### src/rtl/jtag_eng_pkg.sv
// Shared TAP state encoding, queue entry kinds and the TAP walk functions.
// Assumes the standard sixteen-state JTAG controller.
package jtag_eng_pkg;

    typedef enum logic [3:0] {
        T_RESET   = 4'd0,  T_IDLE    = 4'd1,  T_DRSEL   = 4'd2,  T_DRCAP   = 4'd3,
        T_DRSHIFT = 4'd4,  T_DREX1   = 4'd5,  T_DRPAUSE = 4'd6,  T_DREX2   = 4'd7,
        T_DRUPD   = 4'd8,  T_IRSEL   = 4'd9,  T_IRCAP   = 4'd10, T_IRSHIFT = 4'd11,
        T_IREX1   = 4'd12, T_IRPAUSE = 4'd13, T_IREX2   = 4'd14, T_IRUPD   = 4'd15
    } tap_t;

    typedef enum logic [1:0] {K_CMD = 2'd0, K_MAN = 2'd1, K_SET = 2'd2} kind_t;

    // Next TAP state after one TCK with the given TMS.
    function automatic tap_t tap_next(tap_t s, logic tms);
        case (s)
            T_RESET:   return tms ? T_RESET   : T_IDLE;
            T_IDLE:    return tms ? T_DRSEL   : T_IDLE;
            T_DRSEL:   return tms ? T_IRSEL   : T_DRCAP;
            T_DRCAP:   return tms ? T_DREX1   : T_DRSHIFT;
            T_DRSHIFT: return tms ? T_DREX1   : T_DRSHIFT;
            T_DREX1:   return tms ? T_DRUPD   : T_DRPAUSE;
            T_DRPAUSE: return tms ? T_DREX2   : T_DRPAUSE;
            T_DREX2:   return tms ? T_DRUPD   : T_DRSHIFT;
            T_DRUPD:   return tms ? T_DRSEL   : T_IDLE;
            T_IRSEL:   return tms ? T_RESET   : T_IRCAP;
            T_IRCAP:   return tms ? T_IREX1   : T_IRSHIFT;
            T_IRSHIFT: return tms ? T_IREX1   : T_IRSHIFT;
            T_IREX1:   return tms ? T_IRUPD   : T_IRPAUSE;
            T_IRPAUSE: return tms ? T_IREX2   : T_IRPAUSE;
            T_IREX2:   return tms ? T_IRUPD   : T_IRSHIFT;
            T_IRUPD:   return tms ? T_DRSEL   : T_IDLE;
            default:   return T_RESET;
        endcase
    endfunction

    function automatic logic in_dr_col(tap_t s);
        return (s >= T_DRCAP) && (s <= T_DRUPD);
    endfunction

    function automatic logic in_ir_col(tap_t s);
        return (s >= T_IRCAP) && (s <= T_IRUPD);
    endfunction

    // TMS bit that moves cur one step closer to tgt (tgt != cur).
    // The walk never clocks in a shift state unless the target is that shift state.
    function automatic logic tap_nav(tap_t cur, tap_t tgt);
        if (tgt == T_RESET) return 1'b1;
        case (cur)
            T_RESET:   return 1'b0;
            T_IDLE:    return 1'b1;
            T_DRSEL:   return !in_dr_col(tgt);
            T_IRSEL:   return !in_ir_col(tgt);
            T_DRCAP:   return tgt != T_DRSHIFT;
            T_IRCAP:   return tgt != T_IRSHIFT;
            T_DREX1:   return !(tgt == T_DRPAUSE || tgt == T_DREX2 || tgt == T_DRSHIFT);
            T_IREX1:   return !(tgt == T_IRPAUSE || tgt == T_IREX2 || tgt == T_IRSHIFT);
            T_DREX2:   return tgt != T_DRSHIFT;
            T_IREX2:   return tgt != T_IRSHIFT;
            T_DRUPD,
            T_IRUPD:   return tgt != T_IDLE;
            default:   return 1'b1;
        endcase
    endfunction

    // TMS value that keeps a state where it is.
    function automatic logic tap_hold(tap_t s);
        return s == T_RESET;
    endfunction

    function automatic logic tap_is_shift(tap_t s);
        return (s == T_DRSHIFT) || (s == T_IRSHIFT);
    endfunction

endpackage

### src/rtl/jtag_cmd_fifo.sv
// Queue for bus writes that cause TCK activity.
// Assumes DEPTH is a power of two. A push while full is dropped here; the caller flags it.
module jtag_cmd_fifo #(
    parameter int WIDTH = 66,
    parameter int DEPTH = 4
) (
    input  logic             clk,
    input  logic             rst_n,
    input  logic             push,
    input  logic [WIDTH-1:0] din,
    input  logic             pop,
    output logic [WIDTH-1:0] dout,
    output logic             empty,
    output logic             full
);
    localparam int AW = (DEPTH > 1) ? $clog2(DEPTH) : 1;
    localparam logic [AW:0] FULL_CNT = (AW+1)'(DEPTH);

    logic [WIDTH-1:0] mem [DEPTH];
    logic [AW-1:0]    wp, rp;
    logic [AW:0]      cnt;
    logic             do_push, do_pop;

    assign empty   = (cnt == '0);
    assign full    = (cnt == FULL_CNT);
    assign do_push = push && !full;
    assign do_pop  = pop && !empty;
    assign dout    = mem[rp];

    // Pointer and fill-level bookkeeping.
    always_ff @(posedge clk) begin
        if (!rst_n) begin
            wp  <= '0;
            rp  <= '0;
            cnt <= '0;
        end else begin
            if (do_push) wp <= wp + 1'b1;
            if (do_pop)  rp <= rp + 1'b1;
            if (do_push && !do_pop)      cnt <= cnt + 1'b1;
            else if (do_pop && !do_push) cnt <= cnt - 1'b1;
        end
    end

    // Entry storage.
    always_ff @(posedge clk) begin
        if (do_push) mem[wp] <= din;
    end
endmodule

### src/rtl/jtag_tck_gen.sv
// Generates one TCK pulse per go request: a low phase and then a high phase of
// `half` system clocks each. TMS/TDI are loaded at the start of the low phase
// and TDO is sampled as TCK rises. Assumes half >= 1 and go only while idle.
module jtag_tck_gen #(
    parameter int HW = 7
) (
    input  logic          clk,
    input  logic          rst_n,
    input  logic          go,
    input  logic          tms_in,
    input  logic          tdi_in,
    input  logic [HW-1:0] half,
    input  logic          tdo,
    output logic          tck,
    output logic          tms,
    output logic          tdi,
    output logic          done,
    output logic          tdo_smp
);
    logic          busy, hi;
    logic [HW-1:0] cnt, half_q;

    // Phase sequencer for one TCK period.
    always_ff @(posedge clk) begin
        if (!rst_n) begin
            tck <= 1'b0; tms <= 1'b0; tdi <= 1'b0; done <= 1'b0; tdo_smp <= 1'b0;
            busy <= 1'b0; hi <= 1'b0; cnt <= '0; half_q <= '0;
        end else begin
            done <= 1'b0;
            if (go && !busy) begin
                tms    <= tms_in;
                tdi    <= tdi_in;
                half_q <= half;
                busy   <= 1'b1;
                hi     <= 1'b0;
                cnt    <= '0;
            end else if (busy) begin
                if (cnt == half_q - 1'b1) begin
                    cnt <= '0;
                    if (!hi) begin
                        tck     <= 1'b1;
                        hi      <= 1'b1;
                        tdo_smp <= tdo;
                    end else begin
                        tck  <= 1'b0;
                        busy <= 1'b0;
                        done <= 1'b1;
                    end
                end else begin
                    cnt <= cnt + 1'b1;
                end
            end
        end
    end
endmodule

### src/rtl/jtag_cmd_engine.sv
// Register-bus JTAG command sequencer. Decodes host writes, queues TCK-producing
// requests, tracks the target TAP state and walks it through each command.
// Assumes one target TAP and a TCK domain derived from clk.
module jtag_cmd_engine #(
    parameter int ADDR_W     = 8,
    parameter int CNT_W      = 16,
    parameter int FIFO_DEPTH = 4,
    parameter int DIV_W      = 8,
    parameter int DIV_RST    = 4
) (
    input  logic              clk,
    input  logic              rst_n,
    input  logic              wr_en,
    input  logic [ADDR_W-1:0] wr_addr,
    input  logic [31:0]       wr_data,
    input  logic [ADDR_W-1:0] rd_addr,
    output logic [31:0]       rd_data,
    output logic              jtag_tck,
    output logic              jtag_tms,
    output logic              jtag_tdi,
    input  logic              jtag_tdo
);
    import jtag_eng_pkg::*;

    localparam logic [ADDR_W-1:0] OFF_DIV  = ADDR_W'(8'h04);
    localparam logic [ADDR_W-1:0] OFF_CMD  = ADDR_W'(8'h08);
    localparam logic [ADDR_W-1:0] OFF_DATA = ADDR_W'(8'h0C);
    localparam logic [ADDR_W-1:0] OFF_STAT = ADDR_W'(8'h10);
    localparam logic [ADDR_W-1:0] OFF_SET  = ADDR_W'(8'h20);
    localparam logic [ADDR_W-1:0] OFF_MAN  = ADDR_W'(8'h28);
    localparam int CAP_W   = 32;
    localparam int IDX_W   = $clog2(CAP_W);
    localparam int ENT_W   = 2 + 32 + CAP_W;
    localparam int HW      = DIV_W - 1;
    localparam logic [CNT_W-1:0] CAP_LIM = CNT_W'(CAP_W);
    localparam logic [DIV_W-1:0] DIV_MIN = DIV_W'(2);

    typedef enum logic [2:0] {S_IDLE, S_NAV1, S_RUN, S_NAV2, S_MAN} seq_t;

    seq_t             seq;
    tap_t             cur, st, en;
    logic [CNT_W-1:0] rep, cnt;
    logic [CAP_W-1:0] shdata, cap, data_q;
    logic [DIV_W-1:0] div_q;
    logic             ovf_q, pend, go_q, btms, btdi;
    logic             push, pop, fifo_empty, fifo_full, eng_idle, run_reset;
    logic             bit_done, bit_tdo, run_tms, run_tdi, last_cyc;
    logic [ENT_W-1:0] fifo_din, head;
    kind_t            wr_kind, head_kind;
    logic [31:0]      head_word;
    logic [CAP_W-1:0] head_data;
    logic             unused_head;

    // Queue entry encoding: {kind, written word, TDI word}.
    assign push      = wr_en && (wr_addr == OFF_CMD || wr_addr == OFF_SET || wr_addr == OFF_MAN);
    assign wr_kind   = (wr_addr == OFF_CMD) ? K_CMD : (wr_addr == OFF_MAN) ? K_MAN : K_SET;
    assign fifo_din  = {wr_kind, wr_data, data_q};
    assign pop       = (seq == S_IDLE) && !pend && !fifo_empty;
    assign head_kind = kind_t'(head[ENT_W-1 -: 2]);
    assign head_word = head[CAP_W +: 32];
    assign head_data = head[CAP_W-1:0];
    assign unused_head = ^head_word;

    assign eng_idle  = (seq == S_IDLE) && fifo_empty;
    assign run_reset = (seq == S_RUN) && (st == T_RESET);
    assign last_cyc  = (cnt == rep - 1'b1);
    assign run_tms   = (last_cyc && st != en) ? 1'b1 : tap_hold(st);
    assign run_tdi   = (tap_is_shift(st) && cnt < CAP_LIM) ? shdata[cnt[IDX_W-1:0]] : 1'b0;

    jtag_cmd_fifo #(.WIDTH(ENT_W), .DEPTH(FIFO_DEPTH)) u_fifo (
        .clk(clk), .rst_n(rst_n), .push(push), .din(fifo_din), .pop(pop),
        .dout(head), .empty(fifo_empty), .full(fifo_full)
    );

    jtag_tck_gen #(.HW(HW)) u_tck (
        .clk(clk), .rst_n(rst_n), .go(go_q), .tms_in(btms), .tdi_in(btdi),
        .half(div_q[DIV_W-1:1]), .tdo(jtag_tdo), .tck(jtag_tck), .tms(jtag_tms),
        .tdi(jtag_tdi), .done(bit_done), .tdo_smp(bit_tdo)
    );

    // Directly written registers: TDI word, divider, overflow flag.
    always_ff @(posedge clk) begin
        if (!rst_n) begin
            data_q <= '0;
            div_q  <= DIV_W'(DIV_RST);
            ovf_q  <= 1'b0;
        end else begin
            if (wr_en && wr_addr == OFF_DATA) data_q <= wr_data;
            if (wr_en && wr_addr == OFF_DIV)
                div_q <= (wr_data[DIV_W-1:0] < DIV_MIN) ? DIV_MIN : {wr_data[DIV_W-1:1], 1'b0};
            if (push && fifo_full) ovf_q <= 1'b1;
        end
    end

    // Command sequencer: walk to start, run counted cycles, walk to end.
    always_ff @(posedge clk) begin
        if (!rst_n) begin
            seq <= S_IDLE; cur <= T_RESET; st <= T_RESET; en <= T_RESET;
            rep <= '0; cnt <= '0; shdata <= '0; cap <= '0;
            pend <= 1'b0; go_q <= 1'b0; btms <= 1'b0; btdi <= 1'b0;
        end else begin
            go_q <= 1'b0;
            if (pend) begin
                if (bit_done) begin
                    pend <= 1'b0;
                    cur  <= tap_next(cur, btms);
                    if (seq == S_RUN) begin
                        if (tap_is_shift(st) && cnt < CAP_LIM) cap[cnt[IDX_W-1:0]] <= bit_tdo;
                        cnt <= cnt + 1'b1;
                    end
                    if (seq == S_MAN) seq <= S_IDLE;
                end
            end else begin
                case (seq)
                    S_IDLE: if (!fifo_empty) begin
                        case (head_kind)
                            K_SET: cur <= tap_t'(head_word[3:0]);
                            K_MAN: begin
                                go_q <= 1'b1; pend <= 1'b1;
                                btms <= head_word[0]; btdi <= head_word[1];
                                seq  <= S_MAN;
                            end
                            K_CMD: begin
                                en     <= tap_t'(head_word[3:0]);
                                st     <= tap_t'(head_word[7:4]);
                                rep    <= head_word[8 +: CNT_W];
                                cnt    <= '0;
                                shdata <= head_data;
                                cap    <= '0;
                                seq    <= S_NAV1;
                            end
                            default: ;
                        endcase
                    end
                    S_NAV1: if (cur == st) seq <= S_RUN;
                            else begin go_q <= 1'b1; pend <= 1'b1; btms <= tap_nav(cur, st); btdi <= 1'b0; end
                    S_RUN:  if (cnt == rep) seq <= S_NAV2;
                            else begin go_q <= 1'b1; pend <= 1'b1; btms <= run_tms; btdi <= run_tdi; end
                    S_NAV2: if (cur == en) seq <= S_IDLE;
                            else begin go_q <= 1'b1; pend <= 1'b1; btms <= tap_nav(cur, en); btdi <= 1'b0; end
                    default: seq <= S_IDLE;
                endcase
            end
        end
    end

    // Read mux.
    always_comb begin
        rd_data = '0;
        case (rd_addr)
            OFF_DIV:  rd_data[DIV_W-1:0] = div_q;
            OFF_DATA: rd_data = cap;
            OFF_STAT: begin rd_data[8] = eng_idle; rd_data[0] = ovf_q; end
            OFF_SET:  rd_data[3:0] = cur;
            default:  rd_data = '0;
        endcase
    end
endmodule

### config.mk
export PLATFORM = sky130hd
export DESIGN_NAME = jtag_cmd_engine
export DESIGN_NICKNAME = d
export VERILOG_FILES = /design/src/rtl/jtag_eng_pkg.sv /design/src/rtl/jtag_cmd_fifo.sv /design/src/rtl/jtag_tck_gen.sv /design/src/rtl/jtag_cmd_engine.sv
export SDC_FILE = /design/constraint.sdc
export NUM_CORES = 1
export LEC_CHECK = 0
export BUFFER_PORTS_ARGS = -buffer_cell sky130_fd_sc_hd__buf_2
export CELL_PAD_IN_SITES_DETAIL_PLACEMENT = 1
export CELL_PAD_IN_SITES_GLOBAL_PLACEMENT = 1
export CORE_ASPECT_RATIO = 1.5
export CORE_MARGIN = 3
export CORE_UTILIZATION = 35
export CTS_CLUSTER_SIZE = 30
export DETAILED_ROUTE_END_ITERATION = 16
export PLACE_DENSITY_LB_ADDON = 0.15
export SETUP_SLACK_MARGIN = 0.2
export SYNTH_ARGS = -nofsm -noshare
export SYNTH_HDL_FRONTEND = slang
export SYNTH_SLANG_ARGS = --single-unit
### constraint.sdc
create_clock -name clk -period 4 [get_ports clk]
set_clock_uncertainty 0.05 [all_clocks]
set_input_delay 0.2 -clock clk [delete_from_list [all_inputs] [get_ports clk]]
set_output_delay 0.2 -clock clk [all_outputs]
set_load 0.05 [all_outputs]
# == Word level (Yosys, flattened, before mapping) ==
# Memories as Yosys holds them, arrays and structs flattened. A register that Yosys moved wholly into a read port is not among the register bits.
# Cells that the tools add are included.
# word_totals
in_bits,52
ramBits,264
wordCells,301
mem_count,1
reg_bits,184
output_inout_bits,35
# classes
order_cmp,12
eq_ne,70
bitwise,7
reduce_logical,73
n_mux,103
addsub,8
# mem_list
name,words,width,read_ports,rd_clocked_by_memory_dff,wr,line,source
u_fifo.mem,4,66,1,1,1,jtag_cmd_fifo.sv:19,logic [WIDTH-1:0] mem [DEPTH];
# op_table
cell,n
$mux 32,7
$mux 16,6
$eq 4x4->1 const B,14
$pmux 4 s12,1
$mux 1,45
$eq 4x3->1 const B,10
$mux 4,9
$mux 3,11
$bwmux 32,1
$eq 16x16->1,2
$eq 8x4->1 const B,3
$eq 8x6->1 const B,3
$mux 23,1
$logic_and 1x1->1,19
$add 16x1->16 const B,1
$eq 8x3->1 const B,2
$le 4x4->1 const B,4
$lt 16x6->1 const B,1
$pmux 1 s4,4
$pmux 1 s8,2
$sub 16x1->16 const B,1
$logic_not 1->1,14
$mux 2,7
$reduce_and 7->1,2
other kinds (53),103

# == Longest topological paths before layout ==
# Gate-level depths: netlist of the first run.
# logic_depth
word_depth,9
mapped_depth,11
depth_no_buf,11

# == By module ==
# From an unflattened synthesis of the first run, not the netlist that was laid out.
# hier_totals
cells_unflattened,1610
area_unflattened_um2,19397.4
# modules_own_cells
module,seq_area_each_um2,instances,cells_per_inst,area_per_inst_um2
jtag_cmd_fifo,8107.8,1,392,10000.8
jtag_cmd_engine,3103.0,1,1101,8345.5
jtag_tck_gen,420.4,1,117,1051.0

# == Least setup slack after synthesis of the first run ==
# OpenSTA, ideal clock, no wires.
# synth_timing
path_kind,input -> register
start,input port wr_addr[0]
end,"memory u_fifo.mem[0][0], enable pin"
path_buffers,0
setup_time_ns,0.422
arrival_time_ns,2.949
setup_slack_ns,0.579
t_required_ns,3.528
cell_stages,6
path_cell_list,or4_1 -> nor2_1 -> nand2_1 -> nor3_1 -> a21boi_1 -> and2_1
# synth_via
elab_chain_cells,7
elab_cells_between_ends,9
classes_between,eq/ne (3); mux (2); reduce/logical (4)
# synth_rtl
element,line,source
"start, declared",jtag_cmd_engine.sv:14,"input logic [ADDR_W-1:0] wr_addr,"
$eq 8x4->1 or $eq 8x6->1 (tied branches),jtag_cmd_engine.sv:55,assign push = wr_en && (wr_addr == OFF_CMD || wr_addr == OFF_SET || wr_addr == OFF_MAN);
$logic_or 1x1->1,jtag_cmd_engine.sv:55,
$logic_or 1x1->1 *,jtag_cmd_engine.sv:55,
$logic_and 1x1->1 *,jtag_cmd_engine.sv:55,
$logic_and 1x1->1 *,jtag_cmd_fifo.sv:26,assign do_push = push && !full;
named net u_fifo.do_push,jtag_cmd_fifo.sv:22,"logic do_push, do_pop;"
$mux 1 *,jtag_cmd_fifo.sv:46,if (do_push) mem[wp] <= din;
$mux 1 (not written as such) *,jtag_cmd_fifo.sv:46,
"end, declared",jtag_cmd_fifo.sv:19,
# Mark *: on every way through the listed nets, which the timed path passes. The rest lies on a longest branch.

==> results of run 1 <==
## repair_timing
item	CTS	global route
gates resized for setup	0	0
endpoints found under the hold margin	138	0
hold buffers	35	0
## per-stage QoR
| stage | hold slack (ns) | total power, mW | instance area [µm²] | util |
|---|---|---|---|---|
| floorplan | 0.249 | 6.75 | 18300 | - |
| global placement | 0.383 | 7.47 | 19500 | 0.382 |
| detailed placement | 0.391 | 7.52 | 19500 | 0.382 |
| CTS | 0.0404 | 11.8 | 21300 | 0.418 |
| global route | 0.0852 | 12.2 | 21300 | 0.418 |
| finish | 0.0743 | 11.6 | 21300 | 0.418 |
## layer usage
layer,global-route usage,share of wire,vias up
li1,-,-,5740
met1,0.203,0.41,6072
met2,0.333,0.53,176
met3,0.0204,0.028,69
met4,0.0543,0.030,0
met5,0,0,-
## final cells by class
type                       count  area share
sequential                   417       0.500
clock inverter                24      0.0140
clock buffer                  56      0.0555
inverter                      23     0.00405
timing repair buffer         159      0.0571
multi-input combinational    995       0.330
tap                          669      0.0392
## registers in the layout, summed over array words and instances (netlist names), 2 cells and up, named ones only
signal	flops
u_tck.half_q	7
seq	3
cap	32
cur	4
u_fifo.cnt	3
rep	16
shdata	32
u_fifo.mem	232
u_fifo.rp	2
u_fifo.wp	2
div_q	7
u_tck.cnt	7
en	4
st	4
cnt	16
data_q	32
## cells in the final DEF, fill, tap and decap left out, types with 5 or more instances in the layout
master                          count
sky130_fd_sc_hd__dlygate4sd3_1     35
sky130_fd_sc_hd__inv_1             23
sky130_fd_sc_hd__a211oi_1           5
sky130_fd_sc_hd__or3_1              5
sky130_fd_sc_hd__clkbuf_8           6
sky130_fd_sc_hd__clkinv_2          11
sky130_fd_sc_hd__o21a_1             7
sky130_fd_sc_hd__o21ai_0           43
sky130_fd_sc_hd__nand3_1           25
sky130_fd_sc_hd__nor3_1            13
sky130_fd_sc_hd__mux2i_1           30
sky130_fd_sc_hd__nor4b_1            7
sky130_fd_sc_hd__clkbuf_1           7
sky130_fd_sc_hd__nor2_1           104
sky130_fd_sc_hd__bufinv_16          6
sky130_fd_sc_hd__nor2b_1           23
sky130_fd_sc_hd__buf_12            12
sky130_fd_sc_hd__and2_1            34
sky130_fd_sc_hd__o211ai_1           6
sky130_fd_sc_hd__nand2_1          263
sky130_fd_sc_hd__mux4_2            66
sky130_fd_sc_hd__nor4_1             7
sky130_fd_sc_hd__xor2_1            29
sky130_fd_sc_hd__edfxtp_1         232
sky130_fd_sc_hd__ha_1              12
sky130_fd_sc_hd__nand3b_1           6
sky130_fd_sc_hd__a21boi_0         102
sky130_fd_sc_hd__xnor2_1           44
sky130_fd_sc_hd__o211a_1            6
sky130_fd_sc_hd__or4_1              9
sky130_fd_sc_hd__nor3b_1            6
sky130_fd_sc_hd__dfxtp_1          183
sky130_fd_sc_hd__buf_4             27
sky130_fd_sc_hd__buf_2             85
sky130_fd_sc_hd__nand4_1           12
sky130_fd_sc_hd__clkbuf_16         43
sky130_fd_sc_hd__nand2b_1           9
sky130_fd_sc_hd__a31oi_1           12
sky130_fd_sc_hd__a21oi_1           39
## final timing paths
check	startpoint	endpoint	slack, ns	cells past startpoint
min reg2reg	shdata[10]	shdata[10]	0.42	2
min	wr_addr[1]	u_fifo.mem[0][65]	0.07	3
max	flop	cap[3]	0.86	7
max reg2reg	flop	cap[3]	0.86	7
## where the power goes
part | switching (mW) | internal, mW | total, mW
clock | 1.73 | 2.50 | 4.23
combinational | 1.40 | 1.02 | 2.41
sequential | 0.322 | 4.67 | 4.99
total | 3.45 | 8.18 | 11.6
## worst max-delay path, stage by stage, from the launching register on
cell and delay (ns):
sky130_fd_sc_hd__dfxtp_4 0.60, sky130_fd_sc_hd__mux4_2 0.63, sky130_fd_sc_hd__or4_4 0.62, sky130_fd_sc_hd__a22oi_4 0.44
sky130_fd_sc_hd__nand2_2 0.24, sky130_fd_sc_hd__nor2_1 0.18, sky130_fd_sc_hd__mux2i_1 0.19, sky130_fd_sc_hd__nor2_1 0.05
## logic make-up (layout without fill, tap and decap cells)
| logic type | count (synthesis) | in the layout | share of synthesized area |
|---|---|---|---|
| adders and majority gates | 13 | 13 | 0.00932 |
| and+or+nand+nor | 557 | 557 | 0.145 |
| buffers and inverters | 133 | 262 | 0.0304 |
| AOI/OAI and AO/OA | 256 | 256 | 0.0981 |
| xor gates and xnor gates | 73 | 73 | 0.0350 |
| DFF | 417 | 417 | 0.584 |
| muxes | 96 | 96 | 0.0979 |
==> results.rst, run 1 <==
.. list-table::
   :header-rows: 1

   * - Metric
     - Value
   * - PnR worst setup slack
     - 0.861 ns
   * - Largest net degree at the start of global routing
     - between 100 and 150
   * - Horizontal die dimension
     - approximately 190 µm
   * - Status
     - complete, no violations
   * - # rows
     - 101
   * - Part of the cycle the worst path needs
     - 0.785
   * - Ranking of synthesized cells by area
     - sky130_fd_sc_hd__edfxtp_1, sky130_fd_sc_hd__dfxtp_1, sky130_fd_sc_hd__mux4_2, sky130_fd_sc_hd__nand2_1, sky130_fd_sc_hd__a21boi_0
   * - CTS tree
     - done
   * - Sequential cell area
     - ~0.011 mm²
   * - Final hold violations
     - 0
   * - Max-slew violation count
     - 0
   * - Worst supply voltage drop on vdd
     - 0.297 mV
   * - Required time at the worst-slack endpoint
     - roughly 4.4 ns
   * - Portion of synthesized cell area occupied by the leading cell type
     - 0.382
   * - Number of endpoints failing setup at the final stage
     - 0
   * - Distinct cells, synth
     - 76
   * - Final net count
     - 1704
   * - Type of origin of the critical path
     - flop
   * - Number of buffer cells added on primary ports
     - 86
   * - Category of the worst setup path capture point
     - flop
   * - Tmin final
     - 3.14 ns
   * - Number of antenna violations at the first check in global routing
     - 0
   * - Hold Crit Class
     - input port to flop
   * - Yosys warns
     - 0
   * - Detailed placement HPWL
     - about 32 mm
   * - Wire length of the first global-routing pass
     - 74.7 mm
   * - Vias in the first global route
     - 12800
   * - Ratio of cells with drive above 1 in the final layout
     - 0.171
   * - H-tree level count
     - 2
   * - Iteration count of the initial detailed-routing pass
     - 4
   * - Number of synthesized register bits
     - 417
   * - Max FO, Critical Path
     - 18
   * - Layout Area Growth over Synthesis
     - 16.9%
   * - Placed cells
     - approximately 2200
   * - Setup repair after global routing missed its margin
     - no
   * - Clk buf depth
     - 3
   * - Overall routed net length
     - between 40 and 50 mm
   * - Routed vias/inst
     - a little over 5
   * - Most common flop cell mapped by yosys
     - sky130_fd_sc_hd__edfxtp_1
   * - Last weighted congestion value of the routability-driven placer
     - 0.836
   * - Post-synth ARST share
     - 0
   * - Total clock sinks
     - 417
   * - Clock transition time at the flip-flop clock pins of the worst setup and hold paths
     - around 0.06 ns
   * - Synth Area per Inst
     - ~12 µm²
   * - First-iteration detailed-routing DRC count
     - roughly 540
   * - Top cells by count, synth
     - sky130_fd_sc_hd__nand2_1, sky130_fd_sc_hd__edfxtp_1, sky130_fd_sc_hd__dfxtp_1
   * - Clk_lat worst skew
     - 0.57 ns
   * - Filler-free cell count of the finished design
     - around 2300
   * - Number of buffers added by the clock tree synthesis step
     - 43
   * - Core Box Area
     - between 0.05 and 0.06 mm²
   * - Gate count of the mapped netlist
     - between 1500 and 2000
   * - Post-CTS Setup Bufs
     - 0
   * - Worst-Margin Slew
     - between 1 and 1.5 ns
   * - Effective utilization at floorplan
     - 0.358
   * - Sequential cell area fraction in the yosys report
     - 0.584
   * - Ant diodes
     - 0
   * - WL/cell
     - slightly above 20 µm
   * - Pwr per Cell Area
     - 545 mW/mm²
   * - Worst Setup Slack post-DPL
     - about 0.70 ns
   * - Setup tns final
     - 0 ns
   * - Area of the multi-input gates
     - 0.00704 mm²
   * - Floorplan die height
     - between 200 and 300 µm
   * - Max frequency
     - 319 MHz
   * - Cell accounting for the most synthesized area
     - sky130_fd_sc_hd__edfxtp_1
   * - Post-DRT Antenna Nets
     - 0
   * - Number of vias in the routed layout
     - roughly 12000
   * - Root cell of the clock tree
     - sky130_fd_sc_hd__clkbuf_16
   * - Detailed-route DRC error count
     - 0
   * - Die Outline Area
     - roughly 0.055 mm²
   * - Critical path data arrival time
     - between 3 and 4 ns
   * - Number of fillers in the final layout
     - roughly 5400
   * - Synthesized area
     - between 0.015 and 0.02 mm²
   * - EDFF count, synth
     - roughly 230
   * - Number of nets in the synthesized netlist
     - ~1600
   * - Overall track demand over capacity in global routing
     - 0.175
   * - Static power due to leakage
     - 7.36 nW
   * - Worst slew margin
     - 0.245
   * - Grt ovf
     - 0
   * - Classification of the worst setup path
     - flop to flop
   * - Num ports
     - 87
   * - Cell with the most instances after synthesis
     - sky130_fd_sc_hd__nand2_1
   * - MaxCap Viol Count
     - 0
Note: power is estimated with default switching activity, not from simulation.
==> run 2: changes to the inputs <==
- clock period: 4 -> 3.3 ns (I/O delays scaled with it)
==> results.rst, run 2 (synthesized netlist as in run 1, its figures left out) <==
.. list-table::
   :header-rows: 1

   * - Metric
     - Value
   * - Status
     - complete, no violations (unchanged)
   * - Clock power frac
     - 0.348 (was 0.364)
   * - WL/cell
     - 20.4 µm (was 20.6 µm)
   * - Number of endpoints failing setup at the final stage
     - 0 (unchanged)
   * - Overall routed net length
     - 48.1 mm (was 48.3 mm)
   * - Worst supply voltage drop on vdd
     - 0.374 mV (was 0.297 mV)
   * - Critical path's slowest cell
     - sky130_fd_sc_hd__or4b_2 (was sky130_fd_sc_hd__mux4_2)
   * - Detailed-route DRC error count
     - 0 (unchanged)
   * - Layout Area Growth over Synthesis
     - 16.9% (about the same)
   * - Final hold violations
     - 0 (unchanged)
   * - Category of the worst setup path capture point
     - flop (unchanged)
   * - Clk buf depth
     - 3 (unchanged)
   * - Largest net degree at the start of global routing
     - 81 (was 103)
   * - Number of buffers added by the clock tree synthesis step
     - 43 (unchanged)
   * - Last weighted congestion value of the routability-driven placer
     - 0.787 (was 0.836)
   * - Pwr per Cell Area
     - 648 mW/mm² (was 545 mW/mm²)
   * - Most flops, register
     - u_fifo.mem (unchanged)
   * - Proportion of power drawn by flip-flops and latches
     - 0.428 (was 0.429)
   * - Worst-Margin Slew
     - 0.964 ns (was 1.13 ns)
   * - Grt ovf
     - 0 (unchanged)
   * - Max FO, Critical Path
     - 6 (was 18)
   * - Max-slew violation count
     - 0 (unchanged)
   * - Worst Setup Slack post-DPL
     - 0.405 ns (was 0.697 ns)
   * - Max frequency
     - 352 MHz (was 319 MHz)
   * - Leading cell types in the layout, fill and taps excluded
     - sky130_fd_sc_hd__nand2_1, sky130_fd_sc_hd__edfxtp_1, sky130_fd_sc_hd__dfxtp_1 (unchanged)
   * - Total clock sinks
     - 417 (unchanged)
   * - Worst slew margin
     - 0.349 (was 0.245)
   * - Horizontal die dimension
     - 192 µm (unchanged)
   * - Routed vias/inst
     - 5.15 (about the same)
   * - Setup tns final
     - 0 ns (unchanged)
   * - Critical path data arrival time
     - 3.28 ns (was 3.54 ns)
   * - Num ports
     - 87 (unchanged)
   * - Overall track demand over capacity in global routing
     - 0.177 (was 0.175)
   * - Effective utilization at floorplan
     - 0.358 (unchanged)
   * - Static power due to leakage
     - 7.37 nW (was 7.36 nW)
   * - GR met3 Demand/Resource
     - 0.0218 (was 0.0204)
   * - Ratio of cells with drive above 1 in the final layout
     - 0.175 (was 0.171)
   * - Leading cell type in the layout, fill and taps excluded
     - sky130_fd_sc_hd__nand2_1 (unchanged)
   * - Clock transition time at the flip-flop clock pins of the worst setup and hold paths
     - 0.06 ns (about the same)
   * - Number of vias in the routed layout
     - 12100 (about the same)
   * - First-iteration detailed-routing DRC count
     - 496 (was 539)
   * - Worst path buffer plus inverter count
     - 1 (was 0)
   * - Post-DRT Antenna Nets
     - 0 (unchanged)
   * - Switching fraction of total power
     - 0.301 (was 0.297)
   * - Die Outline Area
     - 0.0550 mm² (unchanged)
   * - Post-CTS Setup Bufs
     - 0 (unchanged)
   * - Tmin final
     - 2.84 ns (was 3.14 ns)
   * - Floorplan die height
     - 286 µm (unchanged)
   * - Iteration count of the initial detailed-routing pass
     - 4 (unchanged)
   * - Number of antenna violations at the first check in global routing
     - 0 (unchanged)
   * - Internal power
     - 9.68 mW (was 8.18 mW)
   * - Final net count
     - 1719 (was 1704)
   * - # rows
     - 101 (unchanged)
   * - Vias in the first global route
     - 13000 (was 12800)
   * - Max incr delay on CP
     - 0.70 ns (was 0.63 ns)
   * - MaxCap Viol Count
     - 0 (unchanged)
   * - Met1 layer usage reported by global route
     - 0.208 (was 0.203)
   * - Core Box Area
     - 0.0511 mm² (unchanged)
   * - Switch Pwr
     - 4.16 mW (was 3.45 mW)
   * - Post-route total power
     - 13.8 mW (was 11.6 mW)
   * - Setup repair after global routing missed its margin
     - no (unchanged)
   * - Detailed placement HPWL
     - 31.7 mm (was 32.0 mm)
   * - Type of origin of the critical path
     - flop (unchanged)
   * - PnR worst setup slack
     - 0.458 ns (was 0.861 ns)
   * - Hold Crit Class
     - input port to flop (unchanged)
   * - Most used routing layer
     - met2 (unchanged)
   * - Part of the cycle the worst path needs
     - 0.861 (was 0.785)
   * - Cell family with the largest share of critical-path delay
     - simple AND/OR/NAND/NOR gates (unchanged)
   * - Global routing met2 resource utilization
     - 0.337 (was 0.333)
   * - Clk_lat worst skew
     - 0.56 ns (was 0.57 ns)
   * - Design area
     - 0.0213 mm² (about the same)
   * - Required time at the worst-slack endpoint
     - 3.74 ns (was 4.40 ns)
   * - Chain of cells forming the critical path
     - inv_1, ha_1, or4b_2, o21a_1, nor4b_1, nor3_1, a2111oi_1, o2111ai_1, a31oi_1 (was mux4_2, or4_4, a22oi_4, nand2_2, nor2_1, mux2i_1, nor2_1)
   * - Ant diodes
     - 0 (unchanged)
   * - Comb pwr share
     - 0.224 (was 0.207)
   * - Root cell of the clock tree
     - sky130_fd_sc_hd__clkbuf_16 (unchanged)
   * - H-tree level count
     - 2 (unchanged)
   * - Placed cell areas
     - 0.0196 mm² (was 0.0195 mm²)
   * - Largest register FFs
     - 232 (unchanged)
   * - CTS tree
     - done (unchanged)
   * - Number of buffer cells added on primary ports
     - 86 (unchanged)
   * - Classification of the worst setup path
     - flop to flop (unchanged)
   * - Wire length of the first global-routing pass
     - 76.0 mm (was 74.7 mm)
-- run 2: cell type report --
type                    count  area (µm²)
clock buffers              55        1140
clock inverters            25         233
fillers                  5461       29700
inverters                  23        86.3
multi-input cells         995        7050
flip-flops and latches    417       10700
well taps                 669         837
repair buffers            174        1320
-- run 2: worst register-to-register path: cells and delay by family (launching register included) --
family                   cells  cell delay, ns
flip-flops                   1            0.35
buffers and inverters        1            0.07
adder cells (fa/ha/maj)      1            0.20
AO/OA/AOI/OAI                4            0.99
AND/OR/NAND/NOR              3            1.12
-- run 2: path summary, 6_finish.rpt --
check / depth (start not counted) / to / startpoint / slack, ns
setup / recovery: 9 / btms / rep[0] / 0.46
hold / removal: 5 / ovf_q / wr_en / 0.03
setup reg to reg: 9 / btms / rep[0] / 0.46
hold reg to reg: 2 / shdata[14] / shdata[14] / 0.41
-- run 2: power groups by stage --
stage	registers (mW)	clock network (mW)	logic [mW]
finish	5.92	4.82	3.10
global route	5.95	5.16	3.45
CTS	5.92	4.96	3.17
detailed placement	6.04	0	3.14
global placement	6.03	0	3.09
floorplan	5.87	0	2.31
-- run 2: routing by layer --
| layer | up-vias | wire [µm] |
|---|---|---|
| met5 | - | 0 |
| met4 | 0 | 1040 |
| met3 | 57 | 1240 |
| met2 | 139 | 25900 |
| met1 | 6175 | 19900 |
| li1 | 5773 | - |
-- run 2: repair_timing --
| item | in CTS | in global routing |
|---|---|---|
| gates resized for setup | 0 | 2 |
| endpoints found under the hold margin | 139 | 0 |
| endpoints found under the setup margin | 0 | 1 |
| hold buffers | 35 | 0 |
-- run 2: stage by stage --
stage / hold slack, ns / utilization / std cells
2_1_floorplan: 0.214 / - / 1545
3_3_place_gp: 0.346 / 0.384 / 2243
3_5_place_dp: 0.354 / 0.384 / 2243
4_1_cts: 0.00373 / 0.418 / 2358
5_1_grt: 0.0668 / 0.418 / 2358
6_report: 0.0336 / 0.418 / 2358
==> run 3: changes to the inputs <==
==> constraint.sdc (replaced) <==
create_clock -name clk -period 3.3 [get_ports clk]
set_clock_uncertainty 0.05 [all_clocks]
set_input_delay 0.33 -clock clk [delete_from_list [all_inputs] [get_ports clk]]
set_output_delay 0.33 -clock clk [all_outputs]
set_load 0.05 [all_outputs]
==> results.rst, run 3 (synthesized netlist as in run 1, its figures left out) <==
.. list-table::
   :header-rows: 1

   * - Metric
     - Value
   * - Worst path buffer plus inverter count
     - 4 (was 1)
   * - Sum of routed wire segments on met1
     - 19.5 mm (was 19.9 mm)
   * - Design area
     - 0.0213 mm² (about the same)
   * - Clock power frac
     - 0.347 (was 0.348)
   * - Worst path most repeated cell
     - sky130_fd_sc_hd__buf_2
   * - H-tree level count
     - 2 (unchanged)
   * - Max incr delay on CP
     - 0.73 ns (was 0.70 ns)
   * - Setup repair after global routing missed its margin
     - no (unchanged)
   * - Worst supply voltage drop on vdd
     - 0.349 mV (was 0.374 mV)
   * - Ant diodes
     - 0 (unchanged)
   * - Comb pwr share
     - 0.228 (was 0.224)
   * - Setup tns final
     - 0 ns (unchanged)
   * - Critical path data arrival time
     - 2.55 ns (was 3.28 ns)
   * - Num ports
     - 87 (unchanged)
   * - CTS tree
     - done (unchanged)
   * - Die Outline Area
     - 0.0550 mm² (unchanged)
   * - Post-CTS Setup Bufs
     - 0 (unchanged)
   * - Chain of cells forming the critical path
     - buf_2, or4_1, or4b_2, nor2_1, buf_4, a222oi_1, inv_1, buf_2 (was inv_1, ha_1, or4b_2, o21a_1, nor4b_1, nor3_1, a2111oi_1, o2111ai_1, a31oi_1)
   * - Placed cell areas
     - 0.0196 mm² (about the same)
   * - Overall track demand over capacity in global routing
     - 0.174 (was 0.177)
   * - Largest register FFs
     - 232 (unchanged)
   * - Number of vias in the routed layout
     - 12000 (was 12100)
   * - Reg-to-Reg End
     - cap[3] (was btms)
   * - Max FO, Critical Path
     - 25 (was 6)
   * - Category of the worst setup path capture point
     - output port (was flop)
   * - Pwr per Cell Area
     - 651 mW/mm² (was 648 mW/mm²)
   * - Hold Crit Class
     - input port to flop (unchanged)
   * - Number of buffers added by the clock tree synthesis step
     - 43 (unchanged)
   * - Clk buf depth
     - 3 (unchanged)
   * - Worst Setup Slack post-DPL
     - 0.211 ns (was 0.405 ns)
   * - Overall routed net length
     - 47.6 mm (was 48.1 mm)
   * - Clk_lat worst skew
     - 0.56 ns (about the same)
   * - Number of antenna violations at the first check in global routing
     - 0 (unchanged)
   * - Grt ovf
     - 0 (unchanged)
   * - Final core utilization
     - 0.416 (was 0.418)
   * - Proportion of power drawn by flip-flops and latches
     - 0.425 (was 0.428)
   * - Tmin final
     - 2.93 ns (was 2.84 ns)
   * - Largest net degree at the start of global routing
     - 70 (was 81)
   * - Number of instances on the worst hold path
     - 1 (was 5)
   * - Switching fraction of total power
     - 0.301 (about the same)
   * - PnR worst setup slack
     - 0.372 ns (was 0.458 ns)
   * - MaxCap Viol Count
     - 0 (unchanged)
   * - Part of the cycle the worst path needs
     - 0.887 (was 0.861)
   * - Static power due to leakage
     - 7.34 nW (was 7.37 nW)
   * - Max frequency
     - 341 MHz (was 352 MHz)
   * - Worst-Margin Slew
     - 0.916 ns (was 0.964 ns)
   * - Routed vias/inst
     - 5.11 (was 5.15)
   * - Leading cell type in the layout, fill and taps excluded
     - sky130_fd_sc_hd__nand2_1 (unchanged)
   * - Last weighted congestion value of the routability-driven placer
     - 0.820 (was 0.787)
   * - Cell family with the largest share of critical-path delay
     - simple AND/OR/NAND/NOR gates (unchanged)
   * - Detailed-route DRC error count
     - 0 (unchanged)
   * - Worst slew margin
     - 0.389 (was 0.349)
   * - Core Box Area
     - 0.0511 mm² (unchanged)
   * - Number of buffer cells added on primary ports
     - 86 (unchanged)
   * - Clock transition time at the flip-flop clock pins of the worst setup and hold paths
     - 0.06 ns (about the same)
   * - Leading cell types in the layout, fill and taps excluded
     - sky130_fd_sc_hd__nand2_1, sky130_fd_sc_hd__edfxtp_1, sky130_fd_sc_hd__dfxtp_1 (unchanged)
   * - Required time at the worst-slack endpoint
     - 2.92 ns (was 3.74 ns)
   * - Post-DRT Antenna Nets
     - 0 (unchanged)
   * - Final net count
     - 1712 (was 1719)
   * - Final hold violations
     - 0 (unchanged)
   * - Switch Pwr
     - 4.16 mW (about the same)
   * - WL/cell
     - 20.3 µm (was 20.4 µm)
   * - Horizontal die dimension
     - 192 µm (unchanged)
   * - Most flops, register
     - u_fifo.mem (unchanged)
   * - Number of endpoints failing setup at the final stage
     - 0 (unchanged)
   * - Vias in the first global route
     - 12800 (was 13000)
   * - Iteration count of the initial detailed-routing pass
     - 4 (unchanged)
   * - Classification of the worst setup path
     - input port to output port (was flop to flop)
   * - Wire length of the first global-routing pass
     - 74.8 mm (was 76.0 mm)
   * - Type of origin of the critical path
     - input port (was flop)
   * - Effective utilization at floorplan
     - 0.358 (unchanged)
   * - Worst-case register-to-register setup slack
     - 0.45 ns (was 0.46 ns)
   * - Layout Area Growth over Synthesis
     - 16.4% (was 16.9%)
   * - Met2 Wirelength
     - 25.5 mm (was 25.9 mm)
   * - Max-slew violation count
     - 0 (unchanged)
   * - Critical path's slowest cell
     - sky130_fd_sc_hd__or4b_2 (unchanged)
   * - Number of fillers in the final layout
     - 5494 (was 5461)
   * - Root cell of the clock tree
     - sky130_fd_sc_hd__clkbuf_16 (unchanged)
   * - Highest metal layer with signal wires
     - met4 (unchanged)
   * - Status
     - complete, no violations (unchanged)
   * - Total clock sinks
     - 417 (unchanged)
   * - Worst min-delay path endpoint
     - u_fifo.mem[2][39] (was ovf_q)
   * - # rows
     - 101 (unchanged)
   * - Number of cells on the worst reg-to-reg path
     - 7 (was 9)
   * - Floorplan die height
     - 286 µm (unchanged)
   * - Amount of wire on met3 after detailed routing
     - 1.37 mm (was 1.24 mm)
   * - Detailed placement HPWL
     - 32.2 mm (was 31.7 mm)
   * - First-iteration detailed-routing DRC count
     - 441 (was 496)
   * - Ratio of cells with drive above 1 in the final layout
     - 0.176 (was 0.175)
   * - Worst hold start
     - wr_data[7] (was wr_en)
   * - Internal power
     - 9.67 mW (was 9.68 mW)
run 3: cell type report:
cell class	instances	area, µm²	share of cell area
timing repair buffer	167	1240	0.0585
tap	669	837	0.0394
inverter	23	86.3	0.00406
multi-input combinational	995	7040	0.331
sequential	417	10700	0.502
clock inverter	26	236	0.0111
clock buffer	54	1140	0.0535
run 3: per-stage QoR:
stage                     instances  power, mW  hold WS [ns]
final                          2351       13.8        0.0593
after global routing           2351       14.6        0.0332
after CTS                      2351       14.1        0.0200
after detailed placement       2245       9.19         0.408
after global placement         2245       9.14         0.400
after floorplan                1545       8.18         0.379
run 3: worst max-delay path by stage:
| stage | startpoint | to | depth (start not counted) |
|---|---|---|---|
| CTS | rd_addr[1] | rd_data[0] | 8 |
| detailed placement | wr_addr[0] | u_fifo.cnt[2] | 12 |
| floorplan | rd_addr[1] | rd_data[1] | 4 |
| global route | rep[0] | btms | 9 |
| finish | rd_addr[1] | rd_data[0] | 8 |
| global placement | wr_addr[0] | u_fifo.cnt[2] | 12 |
run 3: worst reg2reg max path: cells and delay by family, from the launching register on:
family | cells | cell delay, ns
multiplexers | 2 | 0.78
flip-flops | 1 | 0.37
AO/OA/AOI/OAI | 1 | 0.44
AND/OR/NAND/NOR | 4 | 1.09
run 3: power by group through the flow:
stage	Combinational (mW)	Sequential (mW)	Clock [mW]
final	3.15	5.88	4.80
after detailed placement	3.19	6.00	0
after floorplan	2.31	5.87	0
after CTS	3.23	5.89	4.96
after global placement	3.15	5.99	0
after global routing	3.49	5.92	5.18
run 3: what timing repair did:
action | CTS | global route
endpoints found under the hold margin | 84 | 0
hold buffers | 26 | 0
resized for setup | 0 | 1
endpoints found under the setup margin | 0 | 1
run 3: layer usage:
layer	GRT usage	up-vias
met1	0.206	6040
met3	0.0212	71
met4	0.0492	0
met2	0.328	159
met5	0	-
li1	-	5751
